===== config.mk =====
export PLATFORM = sky130hd
export DESIGN_NAME = pwr_mode_seq
export DESIGN_NICKNAME = d
export VERILOG_FILES = /design/src/rtl/pms_pkg.sv /design/src/rtl/pms_prescale.sv /design/src/rtl/pms_idle_timer.sv /design/src/rtl/pms_mode_fsm.sv /design/src/rtl/pwr_mode_seq.sv
export SDC_FILE = /design/constraint.sdc
export NUM_CORES = 1
export LEC_CHECK = 0
export CAP_MARGIN = 15
export CORE_MARGIN = 3
export CORE_UTILIZATION = 47
export DETAILED_ROUTE_END_ITERATION = 7
export PLACE_DENSITY = 0.86
export SETUP_SLACK_MARGIN = 0.5
export SLEW_MARGIN = 20
export SYNTH_ARGS = -nofsm -noshare
export SYNTH_HDL_FRONTEND = slang
export SYNTH_HIERARCHICAL = 1
export SYNTH_SLANG_ARGS = --single-unit

===== constraint.sdc =====
create_clock -name clk -period 3.35 [get_ports clk]
set_input_delay 0.67 -clock clk [delete_from_list [all_inputs] [get_ports clk]]
set_output_delay 0.67 -clock clk [all_outputs]
set_load 0.1 [all_outputs]

===== src/rtl/pms_pkg.sv =====
// Package: shared types for the power mode inactivity sequencer.
// Assumes a 3-bit mode code whose numeric order is the descent order.
package pms_pkg;
    typedef enum logic [2:0] {
        M_HS    = 3'd0,
        M_LS    = 3'd1,
        M_DOZE  = 3'd2,
        M_SLEEP = 3'd3,
        M_SUSP  = 3'd4,
        M_OFF   = 3'd5
    } mode_e;

    localparam int NUM_UNITS = 5;
endpackage


===== src/rtl/pms_prescale.sv =====
// Prescaler chain: turns the base tick into NUM_UNITS unit strobes.
// Stage 0 is the tick itself; stage k pulses once every DIVk pulses of
// stage k-1. Assumes every divisor is at least 2. A synchronous clear
// returns every stage to its start so a new timeout begins on a clean unit.
module pms_prescale
    import pms_pkg::*;
#(
    parameter int DIV1 = 32,
    parameter int DIV2 = 8,
    parameter int DIV3 = 8,
    parameter int DIV4 = 15
) (
    input  logic                 clk,
    input  logic                 rst_n,
    input  logic                 clr,
    input  logic                 tick,
    output logic [NUM_UNITS-1:0] unit_stb
);
    function automatic int stage_div(input int k);
        case (k)
            1:       return DIV1;
            2:       return DIV2;
            3:       return DIV3;
            default: return DIV4;
        endcase
    endfunction

    assign unit_stb[0] = tick;

    for (genvar k = 1; k < NUM_UNITS; k++) begin : g_stage
        localparam int D  = stage_div(k);
        localparam int CW = (D > 2) ? $clog2(D) : 1;
        logic [CW-1:0] cnt;

        // Count lower-stage strobes, wrap at D-1, clear on restart.
        always_ff @(posedge clk) begin
            if (!rst_n || clr)
                cnt <= '0;
            else if (unit_stb[k-1])
                cnt <= (cnt == CW'(D - 1)) ? '0 : cnt + 1'b1;
        end

        assign unit_stb[k] = unit_stb[k-1] && (cnt == CW'(D - 1));
    end
endmodule


===== src/rtl/pms_idle_timer.sv =====
// Inactivity timer: picks the unit strobe and limit for the current mode
// and counts units. It flags expiry on the (limit+1)-th unit. Assumes the
// caller clears it on restart or expiry through clr. Off has no timeout.
module pms_idle_timer
    import pms_pkg::*;
#(
    parameter int TO_W = 8
) (
    input  logic                 clk,
    input  logic                 rst_n,
    input  logic                 clr,
    input  mode_e                mode,
    input  logic [NUM_UNITS-1:0] unit_stb,
    input  logic                 rng_hs,
    input  logic                 rng_ls,
    input  logic [TO_W-1:0]      to_hs,
    input  logic [TO_W-1:0]      to_ls,
    input  logic [TO_W-1:0]      to_doze,
    input  logic [TO_W-1:0]      to_sleep,
    input  logic [TO_W-1:0]      to_susp,
    output logic                 expire
);
    logic            stb;
    logic [TO_W-1:0] lim;
    logic [TO_W-1:0] icnt;

    // Select this mode's unit strobe and timeout limit.
    always_comb begin
        stb = 1'b0;
        lim = '0;
        case (mode)
            M_HS:    begin stb = rng_hs ? unit_stb[1] : unit_stb[0]; lim = to_hs;    end
            M_LS:    begin stb = rng_ls ? unit_stb[2] : unit_stb[1]; lim = to_ls;    end
            M_DOZE:  begin stb = unit_stb[3];                        lim = to_doze;  end
            M_SLEEP: begin stb = unit_stb[1];                        lim = to_sleep; end
            M_SUSP:  begin stb = unit_stb[4];                        lim = to_susp;  end
            default: begin stb = 1'b0;                               lim = '0;       end
        endcase
    end

    assign expire = stb && (icnt == lim);

    // Count elapsed units since the last restart.
    always_ff @(posedge clk) begin
        if (!rst_n || clr)
            icnt <= '0;
        else if (stb)
            icnt <= icnt + 1'b1;
    end
endmodule


===== src/rtl/pms_mode_fsm.sv =====
// Mode state machine. Priority order: AC disable, then the off/wake rule,
// then activity, then timeout expiry. Asserts restart whenever timing must
// be held or restarted. Registers a one-cycle strobe on any mode change.
module pms_mode_fsm
    import pms_pkg::*;
(
    input  logic  clk,
    input  logic  rst_n,
    input  logic  pm_dis,
    input  logic  act_hit,
    input  logic  wake,
    input  logic  expire,
    output mode_e mode,
    output logic  mode_entry,
    output logic  restart
);
    mode_e nxt;

    // Timing is held cleared when disabled, in off, or on activity.
    assign restart = pm_dis || (mode == M_OFF) || act_hit;

    // Choose the next mode by fixed priority.
    always_comb begin
        nxt = mode;
        if (pm_dis)
            nxt = M_HS;
        else if (mode == M_OFF)
            nxt = wake ? M_HS : M_OFF;
        else if (act_hit)
            nxt = M_HS;
        else if (expire)
            nxt = mode_e'(mode + 3'd1);
    end

    // Hold the mode and raise the entry strobe on change.
    always_ff @(posedge clk) begin
        if (!rst_n) begin
            mode       <= M_HS;
            mode_entry <= 1'b0;
        end else begin
            mode       <= nxt;
            mode_entry <= (nxt != mode);
        end
    end
endmodule


===== src/rtl/pwr_mode_seq.sv =====
// Top of the power mode inactivity sequencer. It masks activity, merges the
// two AC indications, and wires the prescaler chain, the inactivity timer
// and the mode machine together. Assumes all inputs are synchronous to clk.
module pwr_mode_seq
    import pms_pkg::*;
#(
    parameter int ACT_W = 8,
    parameter int TO_W  = 8,
    parameter int DIV1  = 32,
    parameter int DIV2  = 8,
    parameter int DIV3  = 8,
    parameter int DIV4  = 15
) (
    input  logic             clk,
    input  logic             rst_n,
    input  logic             tick,
    input  logic [ACT_W-1:0] act_ev,
    input  logic [ACT_W-1:0] act_mask,
    input  logic             ac_pin,
    input  logic             ac_sw,
    input  logic             wake,
    input  logic             rng_hs,
    input  logic             rng_ls,
    input  logic [TO_W-1:0]  to_hs,
    input  logic [TO_W-1:0]  to_ls,
    input  logic [TO_W-1:0]  to_doze,
    input  logic [TO_W-1:0]  to_sleep,
    input  logic [TO_W-1:0]  to_susp,
    output logic [2:0]       mode,
    output logic             mode_entry
);
    logic                 act_hit;
    logic                 pm_dis;
    logic                 restart;
    logic                 expire;
    logic                 tclr;
    logic [NUM_UNITS-1:0] unit_stb;
    mode_e                mode_q;

    assign act_hit = |(act_ev & act_mask);
    assign pm_dis  = ac_pin || ac_sw;
    assign tclr    = restart || expire;
    assign mode    = mode_q;

    pms_prescale #(
        .DIV1(DIV1), .DIV2(DIV2), .DIV3(DIV3), .DIV4(DIV4)
    ) u_pre (
        .clk      (clk),
        .rst_n    (rst_n),
        .clr      (tclr),
        .tick     (tick),
        .unit_stb (unit_stb)
    );

    pms_idle_timer #(.TO_W(TO_W)) u_tmr (
        .clk      (clk),
        .rst_n    (rst_n),
        .clr      (tclr),
        .mode     (mode_q),
        .unit_stb (unit_stb),
        .rng_hs   (rng_hs),
        .rng_ls   (rng_ls),
        .to_hs    (to_hs),
        .to_ls    (to_ls),
        .to_doze  (to_doze),
        .to_sleep (to_sleep),
        .to_susp  (to_susp),
        .expire   (expire)
    );

    pms_mode_fsm u_fsm (
        .clk        (clk),
        .rst_n      (rst_n),
        .pm_dis     (pm_dis),
        .act_hit    (act_hit),
        .wake       (wake),
        .expire     (expire),
        .mode       (mode_q),
        .mode_entry (mode_entry),
        .restart    (restart)
    );
endmodule


Word-level counts from Yosys, hierarchy flattened
Index checks and enable logic that the tools add are counted.
Widths: inputs -> output; s select.
{ "word_totals": {"ff_bits": 27, "word_cells": 51, "out_inout_bits": 4} }
{ "classes": {"add_sub_neg": 6, "reduce_logical": 13, "n_eq_ne": 11, "n_bitwise": 1, "muxes": 13} }
{ "ops": {"columns": ["op", "count"], "rows": [
  ["$pmux 8 s5", 1],
  ["$mux 3", 7],
  ["$eq 3x3->1 const B", 4],
  ["$add 3x1->3 const B", 3],
  ["$add 8x1->8 const B", 1],
  ["$and 8x8->8", 1],
  ["$eq 8x8->1", 1],
  ["$reduce_or 8->1", 1],
  ["$eq 3x2->1 const B", 2],
  ["$add 5x1->5 const B", 1],
  ["$eq 5x5->1 const B", 1],
  ["$logic_and 1x1->1", 5],
  ["$logic_or 1x1->1", 5],
  ["$mux 5", 1],
  ["$pmux 1 s5", 1],
  ["$add 4x1->4 const B", 1],
  ["$eq 4x4->1 const B", 1],
  ["$mux 4", 1],
  ["$eq 3x1->1 const B", 1],
  ["$logic_not 3->1", 1],
  ["$ne 3x3->1", 1],
  ["$mux 1", 2],
  ["$logic_not 1->1", 1]
]} }

Depth between registers and ports, before layout
Gate-level depths: netlist of run 1.
{ "depth": {"ltp_word": 12, "depth_mapped": 14, "mapped_depth_nobuf": 14} }

Hierarchy
Netlist of run 1, hierarchy kept.
{ "modules_own_cells": {"columns": ["module", "area_per_inst_um2", "n_inst", "cells_per_inst"], "rows": [
  ["pms_idle_timer", 1042.2, 1, 129],
  ["pms_prescale", 721.9, 1, 78],
  ["pms_mode_fsm", 287.8, 1, 32],
  ["pwr_mode_seq", 48.8, 1, 7]
]} }

Worst setup path before layout of run 1
OpenSTA, ideal clock, no wires.
{ "synth_timing": {"path_kind": "register to register", "start": "register u_fsm.mode[0]", "end": "register u_pre.g_stage[1].cnt[1]", "synth_period_minus_slack_ns": 3.483, "slack_ns": -0.133, "stages_incl_launch_ff": 11, "n_path_buf": 2, "arrival_time_ns": 3.356, "t_required_ns": 3.222, "cell_sequence": "dfxtp_1 > buf_6 > mux2_2 > nor3b_1 > o41ai_1 > o2111ai_1 > nor4_2 > or2_2 > nand2b_1 > clkbuf_1 > nor2_1"} }
{ "synth_between": {"elab_chain_cells": 6, "elab_cells_between_ends": 14, "cone_classes": "eq/ne: 6; mux: 2; reduce/logical: 6"} }
{ "synth_lines": {"columns": ["item", "line_no", "rtl"], "rows": [
  ["from (decl)", "pms_mode_fsm.sv:13", "output mode_e mode,"],
  ["from (signal assigned)", "pms_mode_fsm.sv:41", "mode <= nxt;"],
  ["$eq 3x3->1 (tied with other cells)", "pms_idle_timer.sv:31", "case (mode)"],
  ["$pmux 8 s5", "pms_idle_timer.sv:31", null],
  ["$eq 8x8->1", "pms_idle_timer.sv:41", "assign expire = stb && (icnt == lim);"],
  ["$logic_and 1x1->1 *", "pms_idle_timer.sv:41", null],
  ["via expire", "pwr_mode_seq.sv:35", "logic expire;"],
  ["$logic_or 1x1->1 *", "pwr_mode_seq.sv:42", "assign tclr = restart || expire;"],
  ["via tclr", "pwr_mode_seq.sv:36", "logic tclr;"],
  ["$logic_or 1x1->1 *", "pms_prescale.sv:37", "if (!rst_n || clr)"],
  ["to (signal assigned)", "pms_prescale.sv:40", "cnt <= (cnt == CW'(D - 1)) ? '0 : cnt + 1'b1;"],
  ["to (decl)", "pms_prescale.sv:33", "logic [CW-1:0] cnt;"]
]} }
Mark *: on every way through the listed nets, which the timed path passes. The rest lies on a longest branch.
A chain may end at the register's enable or synchronous reset.

Final worst setup path of run 1
{ "layout_timing": {"start": "register u_pre.g_stage[1].cnt[1]", "end": "register u_fsm.mode[2]"} }
{ "layout_between": {"elab_chain_cells": 11, "elab_cells_between_ends": 13, "cone_classes": "eq/ne: 1; mux: 7; reduce/logical: 5"} }
{ "layout_lines": {"columns": ["item", "line_no", "rtl"], "rows": [
  ["$eq 5x5->1", "pms_prescale.sv:43", "assign unit_stb[k] = unit_stb[k-1] && (cnt == CW'(D - 1));"],
  ["$logic_and 1x1->1 (4 in series)", "pms_prescale.sv:43", null],
  ["via unit_stb[4]", "pwr_mode_seq.sv:37", "logic [NUM_UNITS-1:0] unit_stb;"],
  ["$pmux 1 s5", "pms_idle_timer.sv:31", null],
  ["$logic_and 1x1->1", "pms_idle_timer.sv:41", null],
  ["via expire", "pwr_mode_seq.sv:35", null],
  ["$mux 3", "pms_mode_fsm.sv:31", "else if (expire)"],
  ["$mux 3", "pms_mode_fsm.sv:29", "else if (act_hit)"],
  ["$mux 3", "pms_mode_fsm.sv:27", "else if (mode == M_OFF)"],
  ["$mux 3", "pms_mode_fsm.sv:25", "if (pm_dis)"]
]} }
The timed path passes the listed nets, and every way through them passes these cells.

==> results.cfg, run 1 <==
[run_status]
status = finished clean

[synth]
yosysSeqAreaShare_pct = 25.7
syn_area_mm2 = 0.00210
syn_inst = 246
yosys_warnings = 6
synthArstFlopShare_pct = 0
synth_nets = 319
synth-seq-cells = 27
dominantRegCellSynth = dfxtp_1
synth-edff-count = 0
synth_cell_types = 64
synth.avg_cell_area_um2 = 8.54

[worst_setup_path]
crit_top_cell = ha_4
cp_top_family = simple AND/OR/NAND/NOR gates
rr_worst_depth = 14
worst-setup-path-type = flop to flop
crit_arrival_ns = 3.03
crit_path_max_incr_delay_ns = 0.38
crit_cells = 14
cp_slowest_cell = dfxtp_4
cp_num_buf_inv = 0
crit_path_max_fanout = 5
crit_chain = ha_4 -> and3_4 -> ha_4 -> nand4_4 -> nor2_2 -> and2_1 -> a32o_2 -> o32a_1 -> o2111ai_2 -> nor4_4 -> nand2_1 -> mux2_4 -> o21ai_2 -> and3b_1
start_kind = flop
cp-end-kind = flop
crit_required_ns = 3.57

[worst_hold_path]
holdPathStages = 2
hp-class = flop to flop

[layout]
final-seq-area_um2 = 557
drive_gt1_share_pct = 20.1
n_antenna_cell = 0
nets = 393
area_growth_pct = 44.9
multi_input_area_mm2 = 0.00158
layout_commonest_cell = clkdlybuf4s50_1
finalNonFillerCells = 369
final_cell_mix = clkdlybuf4s50_1, nor2_1, dfxtp_1
fillCellCount = 316

[routing]
wl_per_cell_um = 16.5
wl_um = 6110
vias = 2176
drt_iter0_markers = 152
drcViolationCount = 0
vias_per_cell = 5.90
dr.pass1.iters = 4
ant_nets = 0

[flow_run]
cap_violations = 0

[clock_network]
cts_tree = done
numCtsBuffers = 3
clk_pin_slew_ns = 0.10
clock-sinks = 27
clock_path_buffers = 2
cts-root-buf = clkbuf_8
htree_levels = 1
insertion_delay_ns = 0.28

[global_routing]
antenna_found_initial = 0
gr-usage-all-layers_pct = 22.3
grt_pass1_wl_um = 9470
overflow = 0
grt_max_degree = 34
grt_pass1_vias = 2117

[timing]
finalMaxSlewViolations = 0
fmax_mhz = 356
max_slew_margin_pct = 72.6
final_hold_viol_count = 0
fin_skew_ns = 0.00881
worstMarginPinSlew_ns = 0.411
rsz0062_at_grt = yes
setup_tns_ns = 0
fin_ws_ns = 0.539
period_share_pct = 83.9
setup_viol = 0
min_period_ns = 2.81

[floorplan]
core_mm2 = 0.00414
io_pins = 68
die-area_mm2 = 0.00531
initial_core_util_pct = 50.7
chipHeight_um = 72.9
num_rows = 23
fp.dieW_um = 72.9

[placement]
hpwl_um = 4410
dp_cells = 361
io_buffers = 67
place.gp.congestion = 0.913
pre_cts_slack_ns = 0.00404

[power]
p_leak_nw = 1.16
p_per_area_mw_per_mm2 = 210
irDropWorstVdd_v = 0.000136
## sequential cells by signal, indices dropped and copies added, names as in the netlist
register / count
u_fsm/mode: 3
u_pre/g_stage.cnt: 15
u_fsm/mode_entry: 1
u_tmr/icnt: 8
## cells by family (layout without fill, tap and decap cells)
| group | after synthesis | count (layout) | share of synthesized area (%) |
|---|---|---|---|
| AO/OA/AOI/OAI | 68 | 68 | 23.1 |
| XOR/XNOR | 9 | 9 | 3.75 |
| adder cells (fa/ha/maj) | 9 | 9 | 5.36 |
| buffers and inverters | 19 | 92 | 4.76 |
| flip-flops | 27 | 27 | 25.7 |
| multiplexers | 26 | 26 | 13.8 |
| AND/OR/NAND/NOR | 88 | 88 | 23.5 |
## final cells by class
| type | count | share of cell area, % |
|---|---|---|
| clock buffer | 3 | 1.36 |
| clock inverter | 1 | 0.288 |
| inverter | 9 | 1.27 |
| multi-input combinational | 200 | 51.7 |
| sequential | 27 | 18.3 |
| tap | 50 | 2.06 |
| timing repair buffer | 79 | 25.0 |
## through the flow
| step | utilization (%) | power, mW | instance area, um2 | hold slack, ns |
|---|---|---|---|---|
| floorplan | - | 0.364 | 2130 | 0.440 |
| global placement | 68.7 | 0.444 | 2850 | 0.444 |
| detailed placement | 68.7 | 0.446 | 2850 | 0.454 |
| CTS | 71.6 | 0.646 | 2970 | 0.469 |
| global route | 73.5 | 0.665 | 3040 | 0.487 |
| finish | 73.5 | 0.639 | 3040 | 0.466 |
## worst reg2reg max path, delay by kind of cell, from the launching register on
kind	cells	cell delay, ns
AND/OR/NAND/NOR	7	1.12
flip-flops	1	0.38
multiplexers	1	0.32
adder cells (fa/ha/maj)	2	0.31
AO/OA/AOI/OAI	4	0.60
## report_power, final
| part | total (mW) | switching [mW] | leakage, nW | internal (mW) |
|---|---|---|---|---|
| clock | 0.199 | 0.111 | 0.0261 | 0.0875 |
| combinational | 0.122 | 0.0370 | 0.914 | 0.0851 |
| sequential | 0.318 | 0.000209 | 0.221 | 0.318 |
## synthesized netlist by cell type (2+ instances only)
library cell | n | area share, %
a21boi_0 | 2 | 0.71
a21oi_1 | 15 | 3.6
clkbuf_1 | 2 | 0.36
a22oi_1 | 5 | 1.8
ha_1 | 9 | 5.4
o32a_1 | 2 | 0.95
or2_2 | 2 | 0.60
mux2_2 | 8 | 4.3
nand3_1 | 5 | 1.2
xnor2_1 | 5 | 2.1
dfxtp_1 | 27 | 26
a32o_1 | 2 | 0.95
and2_1 | 2 | 0.60
or3_1 | 6 | 1.8
mux2i_1 | 15 | 7.1
o21ai_0 | 10 | 2.4
xor2_1 | 4 | 1.7
a31oi_1 | 3 | 0.89
inv_1 | 8 | 1.4
o2bb2ai_1 | 4 | 1.7
nand2b_1 | 8 | 2.4
a211oi_1 | 4 | 1.4
nor2_1 | 25 | 4.5
nand2_1 | 12 | 2.1
nand4_1 | 3 | 0.89
nor2b_1 | 4 | 1.2
buf_4 | 5 | 1.8
o2111ai_1 | 2 | 0.83
nor3_1 | 3 | 0.71
nand3b_1 | 3 | 1.1
o211ai_1 | 6 | 2.1
and3_1 | 3 | 0.89
## timing repair
action,4_1_cts,5_1_grt
pin swaps,5,12
hold buffers,0,0
gates resized for setup,15,19
setup endpoints to repair,25,24
buffers inserted,2,2
## per-layer routing
layer | up-vias | global-route usage [%] | share of wire, %
li1 | 1063 | - | -
met1 | 1021 | 28.1 | 42
met2 | 80 | 37.9 | 49
met3 | 12 | 4.96 | 7.6
met4 | 0 | 6.35 | 1.5
met5 | - | 0 | 0
## final timing paths
path                           startpoint                      end  slack, ns
hold reg to reg   u_pre/g_stage[2].cnt[2]  u_pre/g_stage[2].cnt[2]       0.47
hold / removal    u_pre/g_stage[2].cnt[2]  u_pre/g_stage[2].cnt[2]       0.47
setup reg to reg  u_pre/g_stage[1].cnt[1]            u_fsm/mode[2]       0.54
setup / recovery  u_pre/g_stage[1].cnt[1]            u_fsm/mode[2]       0.54
(Power assumes the default switching activity.)
==> run 2, diff against run 1 <==
Settings changed: CORE_UTILIZATION 47 to 42, PLACE_DENSITY 0.86 to 0.82.
Clock period 3.35 ns to 2.5 ns, I/O delays scaled along.
==> results.cfg, run 2 (same netlist as run 1, synthesis figures left out) <==
[global_routing]
grt_max_degree = 23
grt_pass1_vias = 2320
antenna_found_initial = 0
grt_pass1_wl_um = 9770
gr-usage-all-layers_pct = 19.6
overflow = 0

[worst_hold_path]
min_from = u_pre/g_stage[2].cnt[1]
holdPathStages = 2
hold_path_end = u_pre/g_stage[2].cnt[1]
hp-class = flop to flop

[placement]
hpwl_um = 4360
place_area_mm2 = 0.00307
place.gp.congestion = 0.842
io_buffers = 67
dp_cells = 396

[timing]
final_hold_viol_count = 0
setup_viol = 24
worstMarginPinSlew_ns = 0.417
whs_ns = 0.478
rsz0062_at_grt = yes
fin_skew_ns = 0.00105
finalMaxSlewViolations = 0
fin_ws_ns = -0.186
fmax_mhz = 372
max_slew_margin_pct = 72.1
period_share_pct = 107
min_period_ns = 2.69

[worst_setup_path]
rr_worst_depth = 15
crit_required_ns = 2.67
rrSetupSlack_ns = -0.19
cp-end-kind = flop
timing.rr.start = u_pre/g_stage[1].cnt[0]
crit_arrival_ns = 2.85
reg2reg_to = u_fsm/mode_entry
crit_path_max_fanout = 4
worst-setup-path-type = flop to flop
start_kind = flop

[layout]
fillCellCount = 369
reg.largest.list = u_pre/g_stage.cnt (15), u_tmr/icnt (8), u_fsm/mode (3)
area_growth_pct = 60.8
drive_gt1_share_pct = 31.0
final_cell_mix = clkdlybuf4s50_1, buf_4, dfxtp_1
layout_commonest_cell = clkdlybuf4s50_1
final-seq-area_um2 = 552
nets = 416
regMostFlops = u_pre/g_stage.cnt
multi_input_area_mm2 = 0.00169
largest_reg_flops = 15
stdcell_area_mm2 = 0.00338
n_antenna_cell = 0
finalNonFillerCells = 409

[clock_network]
htree_levels = 1
cts_tree = done
insertion_delay_ns = 0.27
numCtsBuffers = 3
clk_pin_slew_ns = 0.09
cts-root-buf = clkbuf_8
clock-sinks = 27
clock_path_buffers = 2

[routing]
vias = 2252
drt_iter0_markers = 71
dr.pass1.iters = 4
ant_nets = 0
wl_um = 5930
drcViolationCount = 0
vias_per_cell = 5.51
wl_per_cell_um = 14.5

[power]
p_leak_nw = 1.31
p_per_area_mw_per_mm2 = 252
power_mw = 0.850
irDropWorstVdd_v = 0.000158

[floorplan]
chipHeight_um = 76.7
die-area_mm2 = 0.00589
num_rows = 25
initial_core_util_pct = 43.9
core_mm2 = 0.00479
io_pins = 68
fp.dieW_um = 76.7

[run_status]
status = finished, violations left
failed_checks = negative setup slack

[flow_run]
cap_violations = 0
run 2: area by class of cell:
class	count	area share, %
inverter	9	1.15
sequential	27	16.3
clock buffer	3	1.22
clock inverter	1	0.148
tap	67	2.48
timing repair buffer	101	28.6
multi-input combinational	201	50.1
run 2: through the flow:
step           util (%)  setup slack [ns]  TNS (ns)
3_3_place_gp       64.2            -0.465     -9.12
6_report           70.6            -0.186     -2.48
5_1_grt            70.6            -0.325     -5.55
2_1_floorplan         -            -0.325     -4.34
4_1_cts            68.3            -0.233     -2.57
3_5_place_dp       64.2            -0.503    -10.09
run 2: worst max path at each step:
stage          slack [ns]          endpoint  cells past startpoint                    start
2_1_floorplan       -0.32     u_fsm/mode[2]                     10            u_fsm/mode[0]
3_3_place_gp        -0.46     u_fsm/mode[2]                     10              to_sleep[6]
3_5_place_dp        -0.50     u_fsm/mode[2]                     10              to_sleep[6]
4_1_cts             -0.23     u_fsm/mode[2]                     14  u_pre/g_stage[1].cnt[1]
5_1_grt             -0.32     u_fsm/mode[2]                     14  u_pre/g_stage[1].cnt[1]
6_report            -0.19  u_fsm/mode_entry                     15  u_pre/g_stage[1].cnt[0]
run 2: power by group:
part	internal, mW	switching [mW]
sequential	0.428	0.000235
clock	0.112	0.140
combinational	0.119	0.0517
total	0.659	0.192
run 2: worst max-delay path, stage by stage, from the launching register on:
cell and delay (ns):
dfxtp_2 0.35, ha_4 0.15, and3_4 0.18, ha_4 0.19
nand4_4 0.10, clkinv_4 0.06, mux2_2 0.25, a32o_2 0.24
o32a_1 0.16, o2111ai_2 0.10, nor4_4 0.07, nand2_2 0.11
buf_6 0.11, o2bb2ai_4 0.12, o221ai_2 0.11, o31a_1 0.28
run 2: per-layer routing:
metal  wire length [um]  vias to the layer above  global-route usage, %
li1                   -                     1112                      -
met1               2490                     1054                   23.5
met2               3040                       74                   35.1
met3                288                       12                   2.58
met4                106                        0                   7.43
met5                  0                        -                      0
run 2: what timing repair did:
item / CTS / global route
endpoints found under the setup margin: 27 / 27
hold buffers: 0 / 0
endpoints found under the hold margin: 0 / 0
gates cloned: 1 / 0
buffers inserted: 5 / 3
pin swaps: 18 / 12
gates resized for setup: 25 / 22
==> run 3, diff against run 2 <==
Settings changed: PLACE_DENSITY 0.82 to default, PLACE_DENSITY_LB_ADDON from default to 0.25.
==> results.cfg, run 3 (same netlist as run 1, synthesis figures left out) <==
[clock_network]
insertion_delay_ns = 0.27
clock-sinks = 27
clock_path_buffers = 2
clk_pin_slew_ns = 0.09
cts_tree = done
cts-root-buf = clkbuf_8
ctsHoldBuffers = 0
numCtsBuffers = 3
htree_levels = 1

[worst_setup_path]
timing.rr.start = u_pre/g_stage[1].cnt[1]
rrSetupSlack_ns = -0.15
crit_path_max_incr_delay_ns = 0.35
cp_num_buf_inv = 2
cp-end-kind = flop
reg2reg_to = u_fsm/mode_entry
crit_required_ns = 2.66
crit_cells = 15
cp_top_family = compound AO/OA/AOI/OAI gates
crit_path_end = u_fsm/mode_entry
setup.worst_path.start = u_pre/g_stage[1].cnt[1]
crit_path_max_fanout = 4
cp_slowest_cell = dfxtp_2
rr_worst_depth = 15
crit_top_cell = ha_4
worst-setup-path-type = flop to flop
crit_chain = ha_4 -> and3_4 -> ha_4 -> nand2_4 -> inv_2 -> mux2_4 -> a32o_2 -> o32a_1 -> o2111ai_2 -> nor4_4 -> nand2_1 -> buf_4 -> o2bb2ai_2 -> o221ai_2 -> o31a_1
start_kind = flop
crit_arrival_ns = 2.81

[routing]
drt_iter0_markers = 110
vias = 2243
dr.pass1.iters = 4
wl_um = 6230
vias_per_cell = 5.44
ant_nets = 0
drcViolationCount = 0
wl_per_cell_um = 15.1

[placement]
io_buffers = 67
hpwl_um = 4670
place_area_mm2 = 0.00312
place.gp.congestion = 0.839

[power]
p_per_area_mw_per_mm2 = 248
power_mw = 0.843
irDropWorstVdd_v = 0.000231
p_leak_nw = 1.32

[timing]
setup_viol = 26
fin_skew_ns = 0.00925
whs_ns = 0.488
period_share_pct = 106
max_slew_margin_pct = 75.9
final_hold_viol_count = 0
setup_tns_ns = -2.59
fmax_mhz = 377
worstMarginPinSlew_ns = 0.357
fin_ws_ns = -0.154
finalMaxSlewViolations = 0
rsz0062_at_grt = yes
min_period_ns = 2.65

[flow_run]
cap_violations = 0

[layout]
final-seq-area_um2 = 552
layout_commonest_cell = clkdlybuf4s50_1
n_antenna_cell = 0
area_growth_pct = 61.5
nets = 419
reg.largest.list = u_pre/g_stage.cnt (15), u_tmr/icnt (8), u_fsm/mode (3)
fillCellCount = 379
regMostFlops = u_pre/g_stage.cnt
stdcell_area_mm2 = 0.00339
final_cell_mix = clkdlybuf4s50_1, buf_4, dfxtp_1
multi_input_area_mm2 = 0.00168
largest_reg_flops = 15
drive_gt1_share_pct = 30.4

[global_routing]
antenna_found_initial = 0
grt_pass1_wl_um = 10100
overflow = 0
gr-usage-all-layers_pct = 20.3
grt_max_degree = 16
grt_pass1_vias = 2253

[floorplan]
initial_core_util_pct = 43.9
chipHeight_um = 76.7
num_rows = 25
io_pins = 68
core_mm2 = 0.00479
fp.dieW_um = 76.7
die-area_mm2 = 0.00589

[run_status]
failed_checks = negative setup slack
status = finished, violations left

[worst_hold_path]
hp-class = flop to flop
## run 3: cell count changes in the layout (fill, tap and decap cells not counted), sizes merged
cell and change:
clkinv -1, buf +4, dlygate4sd2 +3, clkdlybuf4s50 -3
clkbuf +1, nand2b -1
## run 3: power breakdown
part / switching, mW / total (mW) / internal, mW / leakage [nW]
clock: 0.132 / 0.246 / 0.114 / 0.0228
sequential: 0.000229 / 0.428 / 0.428 / 0.221
combinational: 0.0506 / 0.169 / 0.119 / 1.08
total: 0.182 / 0.843 / 0.660 / 1.32
## run 3: layer usage
| layer | part of all wire [%] | routed length [um] | vias to the layer above | global-route usage (%) |
|---|---|---|---|---|
| li1 | - | - | 1115 | - |
| met4 | 0.56 | 35 | 0 | 3.62 |
| met5 | 0 | 0 | - | 0 |
| met3 | 5.5 | 342 | 4 | 2.82 |
| met2 | 51 | 3160 | 74 | 36.8 |
| met1 | 43 | 2700 | 1050 | 25.7 |
## run 3: layout make-up
class	instances	share of cell area, %
Multi-Input combinational cell	200	49.5
Timing Repair Buffer	105	29.3
Sequential cell	27	16.3
Tap cell	67	2.47
Clock buffer	4	1.33
Inverter	9	1.14
## run 3: worst register-to-register path: stages (launching register included)
cell and delay (ns):
dfxtp_2 0.35, ha_4 0.16, and3_4 0.15, ha_4 0.19, nand2_4 0.07, inv_2 0.04, mux2_4 0.26, a32o_2 0.27
o32a_1 0.19, o2111ai_2 0.09, nor4_4 0.07, nand2_1 0.12, buf_4 0.12, o2bb2ai_2 0.11, o221ai_2 0.10, o31a_1 0.28
## run 3: stage by stage
step	setup slack, ns	instances	utilization (%)
finish	-0.154	412	70.9
global route	-0.300	412	70.9
CTS	-0.187	410	69.3
floorplan	-0.325	246	-
detailed placement	-0.497	400	65.1
global placement	-0.419	400	65.1
## run 3: how the worst min path moves through the flow
stage                     cells past startpoint                     from                      end
final                                         2  u_pre/g_stage[2].cnt[2]  u_pre/g_stage[2].cnt[2]
after global routing                          2  u_pre/g_stage[2].cnt[2]  u_pre/g_stage[2].cnt[2]
after CTS                                     2  u_pre/g_stage[2].cnt[1]  u_pre/g_stage[2].cnt[1]
after detailed placement                      2  u_pre/g_stage[2].cnt[1]  u_pre/g_stage[2].cnt[1]
after global placement                        2  u_pre/g_stage[2].cnt[1]  u_pre/g_stage[2].cnt[1]
after floorplan                               2  u_pre/g_stage[2].cnt[1]  u_pre/g_stage[2].cnt[1]
## run 3: timing repair
item                                    CTS  global route
resized for setup                        28            18
endpoints found under the setup margin   27            27
pin swaps                                26            12
setup buffers                             6             2
